===== config.mk =====
export PLATFORM = sky130hd
export DESIGN_NAME = scaler
export DESIGN_NICKNAME = d
export VERILOG_FILES = /design/src/rtl/scaler_pkg.sv /design/src/rtl/scaler_chan_decode.sv /design/src/rtl/scaler_divider.sv /design/src/rtl/scaler_cal_bank.sv /design/src/rtl/scaler.sv
export SDC_FILE = /design/constraint.sdc
export NUM_CORES = 2
export LEC_CHECK = 0
export ABC_AREA = 1
export BUFFER_PORTS_ARGS = -buffer_cell sky130_fd_sc_hd__buf_2
export CORE_MARGIN = 2
export CORE_UTILIZATION = 25
export DETAILED_ROUTE_END_ITERATION = 12
export GPL_TIMING_DRIVEN = 0
export PLACE_DENSITY = 0.39
export SLEW_MARGIN = 15
export SYNTH_ARGS = -nofsm -noshare
export SYNTH_HDL_FRONTEND = slang
export SYNTH_SLANG_ARGS = --single-unit

===== constraint.sdc =====
create_clock -name clk -period 10.6 [get_ports clk]
set_clock_uncertainty 0.15 [all_clocks]
set_input_delay 0 -clock clk [delete_from_list [all_inputs] [get_ports clk]]
set_output_delay 0 -clock clk [all_outputs]
set_load 0.03 [all_outputs]

===== src/rtl/scaler_pkg.sv =====
package scaler_pkg;

   localparam longint DEC_SCALE = 1000;
   localparam int     CUR_FRAC  = 20;
   localparam longint DROP_HI   = 56;
   localparam longint DROP_LO   = -56;
   localparam longint SNS_HI    = 60;
   localparam longint SNS_LO    = -60;
   localparam longint CUR_HI    = 6000;
   localparam longint CUR_LO    = -6000;
   // sense-voltage to current mapping
   localparam longint V2A_GAIN  = (CUR_HI - CUR_LO) / (SNS_HI - SNS_LO);
   localparam longint V2A_OFF   = ((SNS_HI * CUR_LO - CUR_HI * SNS_LO) <<< CUR_FRAC)
                                  / (SNS_HI - SNS_LO);

   typedef enum logic [1:0] {
      GRP_VMAIN = 2'd0,
      GRP_TEMP  = 2'd1,
      GRP_VBAT  = 2'd2,
      GRP_IBAT  = 2'd3
   } cal_grp_e;

   typedef enum logic [1:0] {
      JOB_LINEAR,
      JOB_DECIMAL,
      JOB_SHIFT,
      JOB_FAULT
   } job_e;

   typedef struct packed {
      logic               known;
      logic               has_grp;
      cal_grp_e           grp;
      logic signed [31:0] base;
      logic [31:0]        span;
   } chan_info_t;

   function automatic longint ref_hi(input cal_grp_e g);
      case (g)
         GRP_VMAIN: return 19500;
         GRP_TEMP:  return 1300;
         GRP_VBAT:  return 4700;
         default:   return 0;
      endcase
   endfunction

   function automatic longint ref_lo(input cal_grp_e g);
      case (g)
         GRP_VMAIN: return 315;
         GRP_TEMP:  return 21;
         GRP_VBAT:  return 2380;
         default:   return 0;
      endcase
   endfunction

   function automatic longint cal_numer(input cal_grp_e g);
      if (g == GRP_IBAT) return (DROP_HI - DROP_LO) <<< CUR_FRAC;
      return DEC_SCALE * (ref_hi(g) - ref_lo(g));
   endfunction

   function automatic logic [63:0] mag64(input logic signed [63:0] v);
      return (v < 0) ? $unsigned(-v) : $unsigned(v);
   endfunction

endpackage


===== src/rtl/scaler_chan_decode.sv =====
module scaler_chan_decode
   import scaler_pkg::*;
(
   input  logic [7:0] chan,
   output chan_info_t info
);
   always_comb begin
      info         = '0;
      info.known   = 1'b1;
      info.has_grp = 1'b0;
      info.grp     = GRP_VMAIN;
      case (chan)
         8'h03: begin info.has_grp = 1'b1; info.grp = GRP_VMAIN; info.span = 32'd20030; end
         8'h01, 8'h02, 8'h04, 8'h06, 8'h07, 8'h12: begin
            info.has_grp = 1'b1; info.grp = GRP_TEMP; info.span = 32'd1350;
         end
         8'h08, 8'h13: begin
            info.has_grp = 1'b1; info.grp = GRP_VBAT;
            info.base = 32'sd2300; info.span = 32'd2500;
         end
         8'hFF: begin
            info.has_grp = 1'b1; info.grp = GRP_IBAT;
            info.base = -32'sd6000; info.span = 32'd12000;
         end
         8'h09:        info.span = 32'd20030;
         8'h0A, 8'h0B: info.span = 32'd1500;
         8'h0C:        info.span = 32'd3200;
         8'h05:        info.span = 32'd2500;
         8'h0D:        info.span = 32'd1350;
         default:      info.known = 1'b0;
      endcase
   end
endmodule


===== src/rtl/scaler_divider.sv =====
module scaler_divider #(
   parameter int NUMW = 40,
   parameter int DENW = 11
) (
   input  logic            clk,
   input  logic            rst_n,
   input  logic            start,
   input  logic [NUMW-1:0] num,
   input  logic [DENW-1:0] den,
   output logic            done,
   output logic [NUMW-1:0] quo
);
   localparam int CW = $clog2(NUMW + 1);

   logic [NUMW-1:0] q_r;
   logic [DENW:0]   rem_r;
   logic [DENW-1:0] den_r;
   logic [CW-1:0]   cnt_r;
   logic            act_r;
   logic [DENW:0]   rem_sh;
   logic [DENW+1:0] diff;

   assign rem_sh = {rem_r[DENW-1:0], q_r[NUMW-1]};
   assign diff   = {1'b0, rem_sh} - {2'b00, den_r};
   assign done   = act_r && (cnt_r == CW'(NUMW));
   assign quo    = q_r;

   always_ff @(posedge clk or negedge rst_n) begin
      if (!rst_n) begin
         q_r   <= '0;
         rem_r <= '0;
         den_r <= '0;
         cnt_r <= '0;
         act_r <= 1'b0;
      end else if (start) begin
         q_r   <= num;
         rem_r <= '0;
         den_r <= den;
         cnt_r <= '0;
         act_r <= 1'b1;
      end else if (act_r) begin
         if (done) begin
            act_r <= 1'b0;
         end else begin
            cnt_r <= cnt_r + 1'b1;
            if (!diff[DENW+1]) begin
               rem_r <= diff[DENW:0];
               q_r   <= {q_r[NUMW-2:0], 1'b1};
            end else begin
               rem_r <= rem_sh;
               q_r   <= {q_r[NUMW-2:0], 1'b0};
            end
         end
      end
   end
endmodule


===== src/rtl/scaler_cal_bank.sv =====
module scaler_cal_bank #(
   parameter int GW   = 64,
   parameter int NGRP = 4
) (
   input  logic                 clk,
   input  logic                 rst_n,
   input  logic                 wr_en,
   input  logic [$clog2(NGRP)-1:0] wr_sel,
   input  logic signed [GW-1:0] wr_gain,
   input  logic signed [GW-1:0] wr_off,
   input  logic [$clog2(NGRP)-1:0] rd_sel,
   output logic signed [GW-1:0] rd_gain,
   output logic signed [GW-1:0] rd_off
);
   localparam int SW = $clog2(NGRP);

   logic signed [GW-1:0] gain_q [NGRP];
   logic signed [GW-1:0] off_q  [NGRP];

   for (genvar g = 0; g < NGRP; g++) begin : g_slot
      always_ff @(posedge clk or negedge rst_n) begin
         if (!rst_n) begin
            gain_q[g] <= '0;
            off_q[g]  <= '0;
         end else if (wr_en && wr_sel == SW'(g)) begin
            gain_q[g] <= wr_gain;
            off_q[g]  <= wr_off;
         end
      end
   end

   assign rd_gain = gain_q[rd_sel];
   assign rd_off  = off_q[rd_sel];
endmodule


===== src/rtl/scaler.sv =====
module scaler
   import scaler_pkg::*;
#(
   parameter int CODEW = 10,
   parameter int OUTW  = 32,
   parameter int NUMW  = 40
) (
   input  logic                   clk,
   input  logic                   rst_n,
   input  logic                   in_valid,
   output logic                   in_ready,
   input  logic [7:0]             in_chan,
   input  logic [CODEW-1:0]       in_code,
   input  logic                   cal_load,
   input  logic [1:0]             cal_group,
   input  logic [CODEW-1:0]       cal_hi,
   input  logic [CODEW-1:0]       cal_lo,
   output logic                   out_valid,
   output logic                   out_err,
   output logic signed [OUTW-1:0] out_value
);
   localparam int AW   = 64;
   localparam int DENW = CODEW + 1;
   localparam int LAT  = NUMW + 1;

   chan_info_t info;
   scaler_chan_decode u_dec (.chan(in_chan), .info(info));

   logic signed [AW-1:0] rd_gain, rd_off, wr_gain, wr_off;
   logic                 wr_en;
   cal_grp_e             job_grp_q;

   scaler_cal_bank #(.GW(AW), .NGRP(4)) u_bank (
      .clk(clk), .rst_n(rst_n), .wr_en(wr_en), .wr_sel(job_grp_q),
      .wr_gain(wr_gain), .wr_off(wr_off), .rd_sel(info.grp),
      .rd_gain(rd_gain), .rd_off(rd_off)
   );

   logic busy_q;
   logic acc_conv, acc_cal, start;
   assign in_ready = !busy_q;
   assign acc_conv = in_valid && !busy_q;
   assign acc_cal  = cal_load && !busy_q && !in_valid;
   assign start    = acc_conv || acc_cal;

   // accept-side arithmetic
   logic signed [AW-1:0] code_s, prod_s, hi_s, lo_s, cspan_s;
   logic [AW-1:0]        lin_num;
   job_e                 mode_d;
   logic [NUMW-1:0]      num_d;
   logic [DENW-1:0]      den_d;
   logic                 neg_d;

   assign code_s  = $signed({{(AW-CODEW){1'b0}}, in_code});
   assign hi_s    = $signed({{(AW-CODEW){1'b0}}, cal_hi});
   assign lo_s    = $signed({{(AW-CODEW){1'b0}}, cal_lo});
   assign cspan_s = hi_s - lo_s;
   assign prod_s  = code_s * rd_gain + rd_off;
   assign lin_num = {{(AW-32){1'b0}}, info.span} * {{(AW-CODEW){1'b0}}, in_code};

   always_comb begin
      if (!info.known)                           mode_d = JOB_FAULT;
      else if (!info.has_grp || rd_gain == '0)   mode_d = JOB_LINEAR;
      else if (info.grp == GRP_IBAT)             mode_d = JOB_SHIFT;
      else                                       mode_d = JOB_DECIMAL;

      num_d = '0;
      den_d = DENW'(1);
      neg_d = 1'b0;
      if (acc_cal) begin
         num_d = NUMW'(cal_numer(cal_grp_e'(cal_group)));
         den_d = DENW'(mag64(cspan_s));
         neg_d = cspan_s < 0;
      end else if (mode_d == JOB_LINEAR) begin
         num_d = NUMW'(lin_num);
         den_d = DENW'(2 ** CODEW);
      end else if (mode_d == JOB_DECIMAL) begin
         num_d = NUMW'(mag64(prod_s));
         den_d = DENW'(DEC_SCALE);
         neg_d = prod_s < 0;
      end
   end

   logic            div_done;
   logic [NUMW-1:0] div_quo;
   scaler_divider #(.NUMW(NUMW), .DENW(DENW)) u_div (
      .clk(clk), .rst_n(rst_n), .start(start), .num(num_d), .den(den_d),
      .done(div_done), .quo(div_quo)
   );

   // job context held across the division
   logic                 job_cal_q, job_neg_q, job_zero_q;
   job_e                 job_mode_q;
   logic signed [31:0]   job_base_q;
   logic signed [AW-1:0] job_shift_q, job_hi_q;

   always_ff @(posedge clk or negedge rst_n) begin
      if (!rst_n) begin
         job_cal_q   <= 1'b0;
         job_neg_q   <= 1'b0;
         job_zero_q  <= 1'b0;
         job_mode_q  <= JOB_LINEAR;
         job_base_q  <= '0;
         job_shift_q <= '0;
         job_hi_q    <= '0;
         job_grp_q   <= GRP_VMAIN;
      end else if (start) begin
         job_cal_q   <= acc_cal;
         job_neg_q   <= neg_d;
         job_zero_q  <= cspan_s == '0;
         job_mode_q  <= mode_d;
         job_base_q  <= info.base;
         job_shift_q <= prod_s >>> CUR_FRAC;
         job_hi_q    <= hi_s;
         job_grp_q   <= cal_grp_e'(cal_group);
      end
   end

   // finish-side arithmetic
   logic signed [AW-1:0] q_s, res_s;
   always_comb begin
      q_s = $signed({{(AW-NUMW){1'b0}}, div_quo});
      if (job_neg_q) q_s = -q_s;

      wr_en   = div_done && job_cal_q;
      wr_gain = '0;
      wr_off  = '0;
      if (!job_zero_q) begin
         if (job_grp_q == GRP_IBAT) begin
            wr_gain = V2A_GAIN * q_s;
            wr_off  = V2A_GAIN * ((DROP_HI <<< CUR_FRAC) - q_s * job_hi_q) + V2A_OFF;
         end else begin
            wr_gain = q_s;
            wr_off  = DEC_SCALE * ref_hi(job_grp_q) - q_s * job_hi_q;
         end
      end

      case (job_mode_q)
         JOB_LINEAR:  res_s = {{(AW-32){job_base_q[31]}}, job_base_q} + q_s;
         JOB_DECIMAL: res_s = q_s;
         JOB_SHIFT:   res_s = job_shift_q;
         default:     res_s = '0;
      endcase
   end

   always_ff @(posedge clk or negedge rst_n) begin
      if (!rst_n) begin
         busy_q    <= 1'b0;
         out_valid <= 1'b0;
         out_err   <= 1'b0;
         out_value <= '0;
      end else begin
         out_valid <= 1'b0;
         if (start) begin
            busy_q <= 1'b1;
         end else if (div_done) begin
            busy_q <= 1'b0;
            if (!job_cal_q) begin
               out_valid <= 1'b1;
               out_err   <= job_mode_q == JOB_FAULT;
               out_value <= OUTW'(res_s);
            end
         end
      end
   end
endmodule


==> flow_summary.yaml <==
job:
  max_cap_viol_count: 0
logic_synthesis:
  synth_area_um2: 98600
  ys_seq_area_share_pct: 17.0
  ys_types: 66
  yosys.area_share.simple_pct: 23.0
  synth_xor_area_share_pct: 2.58
  yosys_warnings: 0
  synth_top_family_by_area: "adder cells"
  synthArstFlopShare_pct: 100
  synth-adder-area-share_pct: 35.0
  syn_area_per_cell_um2: 7.33
  synthCells: 13460
  synth-seq-cells: 668
  synth_compound_area_share_pct: 11.3
  synth_edf_count: 0
  synth-main-ff-cell: "dfrtp_1"
  muxShareOfSynthArea_pct: 0
route:
  drtPass1Iterations: 6
  viasPerCell: 4.83
  routed_wirelength_mm: 496
  post_drt_wl_per_cell_um: 25.4
  ant_nets: 0
  drc: 0
  drtIter0Drc: 7949
  vias: 94174
die:
  fp.dieH_um: 632
  fp.dieW_um: 632
  core_um2: 393000
  std_cell_rows: 230
  pin_count: 79
  dieArea_um2: 400000
  start_util_pct: 25.1
cells_and_area:
  layout_common_cells: "3017 x nand2_1, 2301 x inv_1, 1161 x fa_1, 1149 x nor2_1, 780 x o21ai_0"
  fin_cells: 19505
  nets: 16299
  final_common_cell: "nand2_1"
  drive_gt1_share_pct: 14.8
  design_area_um2: 121000
  num-fill-cells: 43189
  area_growth_pct: 22.5
clocking:
  cts_buffers: 82
  htree_levels: 3
  clk_latency_ps: 730
  clock_path_buffers: 3
  clk_pin_slew_ps: 60
  numClockSinks: 668
  tritoncts: "built"
  cts_root_buffer: "clkbuf_16"
critical_path:
  cp.arrival_ps: 11760
  worst_setup_path_start_kind: "flop"
  crit_path_end: "u_bank.off_q[255]"
  worstPathMaxFanout: 10
  reg2reg_slack_ps: -700
  cp_top_family: "simple AND/OR/NAND/NOR gates"
  r2r_cells: 57
  worstSetupPathType: "flop to flop"
  cp_slowest_cell: "fa_1"
  crit_path_frequent_cell: "inv_1"
  path_depth: 57
  rr_endpoint: "u_bank.off_q[255]"
  required_ps: 11060
  startpoint: "u_div.quo[21]"
  rr_startpoint: "u_div.quo[21]"
  worstSetupEndpointType: "flop"
  path_buf_inv: 14
  max_stage_delay_ps: 540
placement:
  place_area_um2: 106000
  dp.cells: 18840
  place_congestion: 0.950
  numPortBuffers: 75
  post-place-ws_ps: -4420
  hpwl_mm: 410
sta:
  worst_pin_slew_ps: 1380
  slew-limit-headroom_pct: 7.48
  rsz0062_at_grt: "true"
  drv_slew: 0
  fin_crit_sh_pct: 107
  fin_crit_ps: 11300
  whs_ps: 50.3
  hold_viol_final: 0
  final.setup.worst_slack_ps: -700
  max_freq_mhz: 88.5
  setup_viol: 87
global_routing:
  antenna_found_initial: 35
  grt-ovfl-total: 0
  grt_pass1_wl_mm: 703
  grt_max_degree: 94
  grt_pass1_vias: 95360
  grt_use_total_pct: 24.5
outcome:
  failed_checks: "negative setup slack"
  status: "finished with violations"
min_path:
  min_path_type: "input port to flop"
-- worst min path at each step --
stage / start / to / slack (ps) / cells after the start
global placement: cal_hi[6] / job_hi_q[6] / 100 / 3
detailed placement: rst_n / u_bank.off_q[40] / -250 / 1
CTS: cal_hi[0] / job_hi_q[0] / 50 / 4
floorplan: rst_n / busy_q / -450 / 0
global route: cal_lo[8] / job_zero_q / 90 / 7
finish: cal_lo[5] / u_div.den_r[5] / 50 / 7
-- metal layers --
layer / up-vias / wire length [um] / global-route usage, %
met1: 47493 / 226000 / 34.1
met3: 509 / 25800 / 2.69
li1: 43438 / - / -
met2: 2732 / 220000 / 38.8
met5: - / 13 / 0
met4: 2 / 23400 / 9.40
-- area by class of cell --
class                   count  area (um^2)  share of cell area, %
plain buffers             437         1910                   1.58
multi-input cells        9938        78200                   64.7
clock buffers             118         2400                   1.99
clock inverters            27          439                  0.364
inverters                2481         9500                   7.86
well taps                5220         6530                   5.41
flip-flops and latches    668        16700                   13.8
repair buffers            601         5040                   4.18
diodes                     15         37.5                 0.0311
-- state kept, by name, indices dropped and copies added (netlist names), 2 cells and up --
signal and flops:
u_bank.gain_q 256, u_bank.off_q 256, u_div.quo 40, job_shift_q 32
out_value 32, u_div.den_r 11, u_div.rem_r 11, job_hi_q 10
u_div.cnt_r 6, job_base_q 3, job_grp_q 2, job_mode_q 2
-- cells by family (layout without fill, tap and decap cells) --
family / Yosys count / count (layout)
and+or+nand+nor: 5586 / 5586
buffers and inverters: 2920 / 3664
adders and majority gates: 2046 / 2046
AOI/OAI and AO/OA: 1960 / 1960
DFF: 668 / 668
xor gates and xnor gates: 278 / 278
other: 2 / 83
-- stage by stage --
| step | setup TNS [ps] | util [%] |
|---|---|---|
| after floorplan | 0 | - |
| after global placement | -5322280 | 27.0 |
| after detailed placement | -674880 | 27.1 |
| after CTS | -23420 | 29.9 |
| after global routing | -90300 | 30.8 |
| final | -27860 | 30.8 |
-- cell usage after synthesis, types with 14 or more instances --
master | n | share of area, %
a21boi_0 | 14 | 0.11
buf_2 | 40 | 0.20
o21ai_0 | 913 | 4.6
buf_1 | 26 | 0.099
clkinv_1 | 17 | 0.065
fa_1 | 1183 | 24
nand2_1 | 3322 | 13
or2_2 | 35 | 0.22
nand3b_1 | 28 | 0.21
o21bai_1 | 29 | 0.22
nand4_1 | 99 | 0.63
o21a_1 | 27 | 0.21
o22ai_1 | 15 | 0.095
inv_1 | 2442 | 9.3
a31o_2 | 54 | 0.48
xnor2_1 | 67 | 0.60
a31oi_1 | 59 | 0.37
dfrtp_1 | 668 | 17
a22oi_1 | 22 | 0.17
o32ai_1 | 54 | 0.48
ha_1 | 863 | 11
clkbuf_1 | 359 | 1.4
nor3_1 | 83 | 0.42
nand2_2 | 30 | 0.19
nor2_2 | 23 | 0.15
o221ai_1 | 23 | 0.20
inv_2 | 22 | 0.084
a21o_1 | 63 | 0.48
nor2_1 | 1306 | 5.0
o21ai_1 | 44 | 0.22
o211ai_1 | 58 | 0.44
nand3_1 | 598 | 3.0
xor2_1 | 196 | 1.7
nor4_1 | 24 | 0.15
a21oi_1 | 533 | 2.7
-- worst min-delay path, cell delays in order --
cell      delay (ps)
buf_2            100
inv_1             60
ha_1             180
xor2_1           180
inv_1            150
a21oi_1           60
o221ai_1         160
-- timing repair --
| action | 4_1_cts | 5_1_grt |
|---|---|---|
| hold buffers | 27 | 0 |
| hold endpoints to repair | 477 | 0 |
| endpoints found under the setup margin | 211 | 176 |
| pin swaps | 353 | 393 |
| setup buffers | 343 | 141 |
| gates resized for setup | 1189 | 598 |
Power is not shown: default switching activity piles up to over one toggle a cycle in this logic, so the estimate is an artifact.
